## config.mk

```make
export PLATFORM = sky130hd
export DESIGN_NAME = hebb_xbar
export DESIGN_NICKNAME = d
export VERILOG_FILES = /design/src/rtl/hebb_pkg.sv /design/src/rtl/hebb_cell.sv /design/src/rtl/hebb_neuron.sv /design/src/rtl/hebb_xbar.sv
export SDC_FILE = /design/constraint.sdc
export NUM_CORES = 1
export LEC_CHECK = 0
export ABC_AREA = 1
export CELL_PAD_IN_SITES_DETAIL_PLACEMENT = 0
export CELL_PAD_IN_SITES_GLOBAL_PLACEMENT = 2
export CORE_ASPECT_RATIO = 2
export CORE_MARGIN = 4
export CORE_UTILIZATION = 39
export CTS_CLUSTER_DIAMETER = 200
export CTS_CLUSTER_SIZE = 8
export DETAILED_ROUTE_END_ITERATION = 8
export PLACE_DENSITY_LB_ADDON = 0.25
export SYNTH_ARGS = -nofsm -noshare
export SYNTH_HDL_FRONTEND = slang
export SYNTH_HIERARCHICAL = 1
export SYNTH_SLANG_ARGS = --single-unit
```

## constraint.sdc

```tcl
create_clock -name clk -period 8.6 [get_ports clk]
set_clock_uncertainty 0.2 [all_clocks]
set_input_delay 1.29 -clock clk [delete_from_list [all_inputs] [get_ports clk]]
set_output_delay 1.29 -clock clk [all_outputs]
set_load 0.02 [all_outputs]
```

## src/rtl/hebb_pkg.sv

```systemverilog
package hebb_pkg;
  typedef enum logic {
    POL_DEC = 1'b0,
    POL_INC = 1'b1
  } pol_e;
endpackage

```

## src/rtl/hebb_cell.sv

```systemverilog
module hebb_cell #(
  parameter int W_BITS = 6
) (
  input  logic              clk,
  input  logic              rst_n,
  input  logic              row_pulse,
  input  logic              col_pulse,
  input  logic              pol_up,
  output logic [W_BITS-1:0] w_q
);
  import hebb_pkg::*;

  localparam int MID  = 1 << (W_BITS - 1);
  localparam int WMAX = (1 << W_BITS) - 1;

  logic              step_en;
  logic [W_BITS-1:0] w_d;

  // A cell only learns where its row line and its column line cross.
  assign step_en = row_pulse & col_pulse;

  always_comb begin
    w_d = w_q;
    if (pol_e'(pol_up) == POL_INC) begin
      if (w_q != W_BITS'(WMAX)) w_d = w_q + 1'b1;
    end else begin
      if (w_q != '0) w_d = w_q - 1'b1;
    end
  end

  always_ff @(posedge clk or negedge rst_n) begin
    if (!rst_n)       w_q <= W_BITS'(MID);
    else if (step_en) w_q <= w_d;
  end

  AST_HOLD_OFF_CROSS: assert property (@(posedge clk) disable iff (!rst_n)
    !(row_pulse && col_pulse) |=> $stable(w_q));
  AST_STEP_UP: assert property (@(posedge clk) disable iff (!rst_n)
    (row_pulse && col_pulse && pol_up && w_q != W_BITS'(WMAX)) |=> (w_q == $past(w_q) + 1'b1));
  AST_STEP_DOWN: assert property (@(posedge clk) disable iff (!rst_n)
    (row_pulse && col_pulse && !pol_up && w_q != '0) |=> (w_q == $past(w_q) - 1'b1));
  AST_SAT_TOP: assert property (@(posedge clk) disable iff (!rst_n)
    (row_pulse && col_pulse && pol_up && w_q == W_BITS'(WMAX)) |=> (w_q == W_BITS'(WMAX)));
  AST_SAT_BOTTOM: assert property (@(posedge clk) disable iff (!rst_n)
    (row_pulse && col_pulse && !pol_up && w_q == '0) |=> (w_q == '0));
endmodule

```

## src/rtl/hebb_neuron.sv

```systemverilog
module hebb_neuron #(
  parameter int N_PRE  = 4,
  parameter int W_BITS = 6
) (
  input  logic [N_PRE-1:0]             pre_fire,
  input  logic [N_PRE-1:0][W_BITS-1:0] wts,
  output logic                         fire_d
);
  localparam int MID   = 1 << (W_BITS - 1);
  localparam int SUM_W = W_BITS + $clog2(N_PRE) + 1;

  logic signed [SUM_W-1:0] acc;
  logic signed [SUM_W-1:0] term;

  // Offset-binary weights become signed terms. Idle rows give zero.
  always_comb begin
    acc = '0;
    for (int i = 0; i < N_PRE; i++) begin
      term = $signed(SUM_W'(wts[i])) - $signed(SUM_W'(MID));
      if (pre_fire[i]) acc = acc + term;
    end
  end

  // Strictly positive total: sign bit clear and not zero.
  assign fire_d = !acc[SUM_W-1] && (acc != '0);
endmodule

```

## src/rtl/hebb_xbar.sv

```systemverilog
module hebb_xbar #(
  parameter int N_PRE  = 4,
  parameter int N_POST = 3,
  parameter int W_BITS = 6
) (
  input  logic              clk,
  input  logic              rst_n,
  input  logic [N_PRE-1:0]  pre_fire,
  input  logic [N_PRE-1:0]  row_pulse,
  input  logic [N_POST-1:0] col_pulse,
  input  logic              pol_up,
  output logic [N_POST-1:0] post_fire
);
  logic [N_PRE-1:0][W_BITS-1:0] col_w [N_POST];
  logic [N_POST-1:0]            fire_d;

  for (genvar j = 0; j < N_POST; j++) begin : g_col
    for (genvar i = 0; i < N_PRE; i++) begin : g_row
      logic [W_BITS-1:0] w_q;
      hebb_cell #(.W_BITS(W_BITS)) u_cell (
        .clk       (clk),
        .rst_n     (rst_n),
        .row_pulse (row_pulse[i]),
        .col_pulse (col_pulse[j]),
        .pol_up    (pol_up),
        .w_q       (w_q)
      );
      assign col_w[j][i] = w_q;
    end
    hebb_neuron #(.N_PRE(N_PRE), .W_BITS(W_BITS)) u_neuron (
      .pre_fire (pre_fire),
      .wts      (col_w[j]),
      .fire_d   (fire_d[j])
    );
  end

  always_ff @(posedge clk or negedge rst_n) begin
    if (!rst_n) post_fire <= '0;
    else        post_fire <= fire_d;
  end

  AST_QUIET_ROWS: assert property (@(posedge clk) disable iff (!rst_n)
    (pre_fire == '0) |=> (post_fire == '0));
endmodule

```

==> results.yml, run 1 <==
worst_setup_path:
  worst_path_max_delay_cell: "clkdlybuf4s50_1"
  startpoint: "pre_fire[0]"
  reg2reg_depth: 31
  arrival_ns: 6.15
  max_stage_delay_ns: 1.06
  cp_common_cell: "nand2_1"
  crit_fanout: 21
  worstSetupStartpointType: "input port"
  crit_type: "input port to flip-flop"
  end_kind: "flip-flop"
  cp_data_required_time_ns: 8.70
  r2r_start: "g_col[2].g_row[0].u_cell/w_q[0]"
clocking:
  cts_resized: 0
  insertion_delay_ns: 0.38
  numCtsBuffers: 9
  clkSinkCount: 75
  post_cts_buffers: 0
  htreeDepth: 3
  cts_tree: "built"
  clk_root_buffer_cell: "clkbuf_16"
  cts_hold_buf: 0
  clkSlewWorstSetupHoldPaths_ns: 0.06
  clock_path_buffers: 2
grt:
  grt_max_degree: 56
  grt_pass1_wl_um: 46700
  grt_pass1_vias: 9960
  grt_antenna_before_repair: 0
  use_met2_pct: 41.5
  grt_overflow: 0
  grt_use_total_pct: 20.0
  top_usage_layer: "met2"
  grt_use_met3_pct: 2.78
  grtUsageMet1_pct: 18.9
layout:
  area_growth_pct: 8.72
  drive_gt1_share_pct: 11.0
  antenna_cells: 0
  final_nets: 1779
placement:
  port_buffers: 16
  pre_cts_ws_ns: 2.12
  place_hpwl_um: 22600
  gp_congestion: 0.800
yosys:
  ys_types: 31
  yosys.area.top_type: "nand2_1"
  yosys.area_share.simple_pct: 43.1
  async_flop_share_pct: 100
  netlist.area_leader.share_pct: 19.5
  synth_top_family_by_area: "simple AND/OR/NAND/NOR gates"
  synthTopCellsByCount: "nand2_1, inv_1, nand3_1, ha_1, nor2_1"
  ys_seq_area_share_pct: 18.3
  yosysMostFrequentCell: "nand2_1"
  syn_nets: 1751
  synth_ff_type: "dfrtp_1"
  avgSynthCellArea_sq_um: 6.45
  synth.area.mux_share_pct: 0
  synthAdderAreaFrac_pct: 17.5
  synth.cell_area_sq_mm: 0.0103
  synth-seq-cells: 75
  synth_xor_area_share_pct: 6.09
  synth_compound_area_share_pct: 6.20
  synthesis.instances: 1605
  synthTopCellsByArea: "nand2_1, dfrtp_1, ha_1, inv_1, nand3_1"
  yosys_warnings: 6
  synth_edf_count: 0
min_path:
  hp-class: "flip-flop to flip-flop"
  hold_path_depth: 2
  hold_start: "g_col[1].g_row[0].u_cell/w_q[5]"
die:
  die_h_um: 238
  dieArea_sq_mm: 0.0294
  die_width_um: 123
  io-pin-count: 17
  initial_utilization_pct: 39.4
  coreArea_sq_mm: 0.0263
  num_rows: 84
sta:
  rsz0062_at_grt: "false"
  slew_headroom_pct: 40.0
  fin_crit_ns: 6.05
  finalHoldWorstSlack_ns: 0.312
  setup_viol: 0
  tightest_slew_ns: 0.897
  slew_violations: 0
  fmax_mhz: 165
  finalCritPeriodShare_pct: 70.4
  fin_setup_tns_ns: 0
  hold_viol: 0
  fin_ws_ns: 2.55
detailed_routing:
  drt-total-wl_um: 27600
  wl_per_cell_um: 13.9
  dr.first_iter.drc_count: 264
  drcViolationCount: 0
  dr_total_vias: 9682
  avgViaCountPerCell: 4.88
  antenna_left: 0
  firstDrtPassIters: 5
flow_run:
  maxCapViolations: 0
power_and_ir_drop:
  p_leak_nw: 6.22
  ir_drop_uv: 186
  finalPower_mw: 4.59
  cellPowerDensity_mw_per_mm2: 408
run_status:
  status: "finished, final reports clean"
==> layout make-up <==
| cell class | count | area (sq um) |
|---|---|---|
| sequential | 75 | 1890 |
| clock inverter | 5 | 61.3 |
| tap | 344 | 430 |
| inverter | 237 | 905 |
| fill | 2837 | 15000 |
| multi-input combinational | 1290 | 7540 |
| clock buffer | 11 | 243 |
| timing repair buffer | 20 | 183 |
==> cell families (layout without fill, tap and decap cells) <==
family          after synthesis  after routing
fa+ha+maj                   132            132
simple gates                975            975
flops                        75             75
buf+inv                     240            273
compound gates              111            111
xor+xnor                     72             72
==> registers in the layout, summed over array words and instances (netlist names) <==
| signal | count |
|---|---|
| post_fire | 3 |
| g_col.g_row.u_cell/w_q | 72 |
==> placed cells by master (no fill, tap or decap), drive strengths merged, types with 36 or more instances in the layout <==
cell,instances
xor2,51
dfrtp,63
a21oi,57
nand3,162
nand4,45
ha,111
o21ai,36
nand2,609
nor2,138
inv,235
==> through the flow <==
stage / cell area, sq um / utilization (%) / std cells
after floorplan: 10300 / - / 1605
after global placement: 10900 / 41.7 / 1966
after detailed placement: 10900 / 41.7 / 1966
after CTS: 11300 / 42.8 / 1982
after global routing: 11300 / 42.8 / 1982
final: 11300 / 42.8 / 1982
==> power breakdown <==
group / switching (mW) / internal, mW
Clock: 0.179 / 0.234
Combinational: 1.95 / 1.33
Sequential: 0.342 / 0.548
Total: 2.48 / 2.11
==> path summary, 6_finish.rpt <==
path	endpoint	slack, ns
max	post_fire[2]	2.55
min	g_col[1].g_row[0].u_cell/w_q[5]	0.31
max reg2reg	post_fire[2]	4.03
min reg2reg	g_col[1].g_row[0].u_cell/w_q[5]	0.31
max in group asynchronous	g_col[1].g_row[0].u_cell/w_q[2]	6.45
min in group asynchronous	post_fire[1]	0.63
==> worst max-delay path, delay by kind of cell <==
family | cells | cell delay (ns)
xor gates and xnor gates | 1 | 0.13
AOI/OAI and AO/OA | 5 | 0.74
and+or+nand+nor | 15 | 1.32
adders and majority gates | 4 | 1.20
buffers and inverters | 7 | 1.44
==> per-layer routing <==
layer | up-vias | routed length [um]
met5 | - | 0
met4 | 0 | 818
met3 | 47 | 492
met2 | 81 | 16500
met1 | 4375 | 9780
li1 | 5179 | -
Power figures use the tool's default switching activity.
==> run 2: changes to the inputs <==
- CORE_UTILIZATION: 39 -> 33
- clock period: 8.6 -> 4.9 ns (I/O delays scaled with it)
==> results.yml, run 2 (synthesis results as in run 1) <==
run_status:
  status: "finished, final reports clean"
sta:
  fin_crit_ns: 4.42
  slew_violations: 0
  hold_viol: 0
  rsz0062_at_grt: "false"
  setup_viol: 0
  fmax_mhz: 226
  tightest_slew_ns: 0.685
  slew_headroom_pct: 54.2
  finalCritPeriodShare_pct: 90.3
  finalHoldWorstSlack_ns: 0.185
worst_setup_path:
  arrival_ns: 4.51
  end_kind: "flip-flop"
  worst_path_max_delay_cell: "ha_1"
  startpoint: "pre_fire[0]"
  crit_fanout: 6
  r2r_start: "g_col[2].g_row[1].u_cell/w_q[0]"
  worstSetupStartpointType: "input port"
  cp_data_required_time_ns: 4.99
  cp_common_cell: "nand2_1"
  reg2reg_depth: 24
  r2r-end: "post_fire[2]"
  rrSetupSlack_ns: 0.67
  max_stage_delay_ns: 0.35
  crit_path_end: "post_fire[2]"
  crit_type: "input port to flip-flop"
clocking:
  clkSlewWorstSetupHoldPaths_ns: 0.07
  insertion_delay_ns: 0.37
  cts_tree: "built"
  cts_hold_buf: 0
  htreeDepth: 3
  clk_root_buffer_cell: "clkbuf_16"
  clkSinkCount: 75
  clock_path_buffers: 2
  numCtsBuffers: 9
min_path:
  hp-class: "input port to async pin"
die:
  die_width_um: 133
  initial_utilization_pct: 33.5
  num_rows: 91
  io-pin-count: 17
  die_h_um: 258
  coreArea_sq_mm: 0.0309
  dieArea_sq_mm: 0.0344
detailed_routing:
  drcViolationCount: 0
  wl_per_cell_um: 14.1
  drt-total-wl_um: 31000
  dr.first_iter.drc_count: 305
  avgViaCountPerCell: 4.73
  firstDrtPassIters: 4
  antenna_left: 0
  dr_total_vias: 10419
layout:
  final_nets: 1926
  layout.cells.non_filler: 2202
  reg_top3: "g_col.g_row.u_cell/w_q: 72 flops, post_fire: 3 flops"
  layout_commonest_cell: "nand2_1"
  layout_common_cells: "nand2_1, inv_1, nand3_1, buf_4, nor2_1"
  regMostFlops: "g_col.g_row.u_cell/w_q"
  antenna_cells: 0
  drive_gt1_share_pct: 20.9
  fillers: 3359
  postLayoutCellArea_sq_mm: 0.0128
  largest_reg_flops: 72
  area_growth_pct: 23.6
grt:
  grt_overflow: 0
  use_met2_pct: 39.8
  grt_max_degree: 46
  grt_antenna_before_repair: 0
  grtUsageMet1_pct: 16.2
  grt_use_met3_pct: 2.16
  top_usage_layer: "met2"
  grt_pass1_vias: 10688
  grt_use_total_pct: 18.5
  grt_pass1_wl_um: 51100
power_and_ir_drop:
  finalPower_mw: 9.70
  p_leak_nw: 7.00
  ir_drop_uv: 338
  cellPowerDensity_mw_per_mm2: 758
placement:
  place_hpwl_um: 25800
  gp_congestion: 0.828
  place_area_sq_mm: 0.0122
  port_buffers: 16
  post-place-cells: 2186
flow_run:
  maxCapViolations: 0
==> run 2: changes by cell type in the layout (fill, tap and decap cells not counted), sizes merged <==
cell / before / now
clkinv: 3 / 4
clkdlybuf4s50: 14 / 13
clkbuf: 11 / 12
buf: 6 / 153
clkinvlp: 3 / 0
dlymetal6s2s: 0 / 1
==> run 2: per-stage QoR <==
stage	worst slack, ns	TNS [ns]	util [%]
6_report	0.478	0	41.5
5_1_grt	0.134	0	41.5
4_1_cts	0.00394	0	40.5
3_5_place_dp	-0.444	-1.20	39.4
3_3_place_gp	-0.381	-1.00	39.4
2_1_floorplan	0.604	0	-
==> run 2: layout make-up <==
class,count,area (sq um),area share (%)
inverter,237,905,7.07
clock buffer,12,246,1.93
tap,418,523,4.09
timing repair buffer,167,1320,10.3
sequential,75,1890,14.8
clock inverter,3,40.0,0.313
multi-input combinational,1290,7870,61.5
==> run 2: how the worst min path moves through the flow <==
stage,cells past startpoint,from,endpoint
2_1_floorplan,0,rst_n,g_col[0].g_row[0].u_cell/w_q[0]
3_3_place_gp,2,g_col[1].g_row[3].u_cell/w_q[5],g_col[1].g_row[3].u_cell/w_q[5]
3_5_place_dp,2,g_col[1].g_row[1].u_cell/w_q[5],g_col[1].g_row[1].u_cell/w_q[5]
4_1_cts,1,rst_n,g_col[0].g_row[1].u_cell/w_q[2]
5_1_grt,1,rst_n,g_col[0].g_row[1].u_cell/w_q[2]
6_report,1,rst_n,g_col[0].g_row[1].u_cell/w_q[2]
==> run 2: power by group <==
group          switching (mW)  leakage, nW  internal, mW  total, mW
sequential              0.584        0.897         0.962       1.55
clock                   0.293        0.142         0.404      0.697
combinational            3.93         5.96          3.52       7.46
total                    4.81         7.00          4.89       9.70
==> run 2: metal layers <==
metal  part of all wire (%)  vias to the layer above
met5                      0                        -
met4                    4.0                        0
met3                    1.6                       59
met2                     60                       87
met1                     34                     4817
li1                       -                     5456
==> run 2: repair_timing <==
item | 4_1_cts | 5_1_grt
resized for setup | 4 | 50
setup endpoints to repair | 2 | 3
pin swaps | 0 | 11
hold endpoints to repair | 0 | 0
setup buffers | 0 | 1
==> run 2: worst max-delay path, delay by kind of cell <==
family	cells	cell delay (ns)
AOI/OAI and AO/OA	2	0.26
buffers and inverters	7	0.70
and+or+nand+nor	20	1.90
adders and majority gates	3	0.93
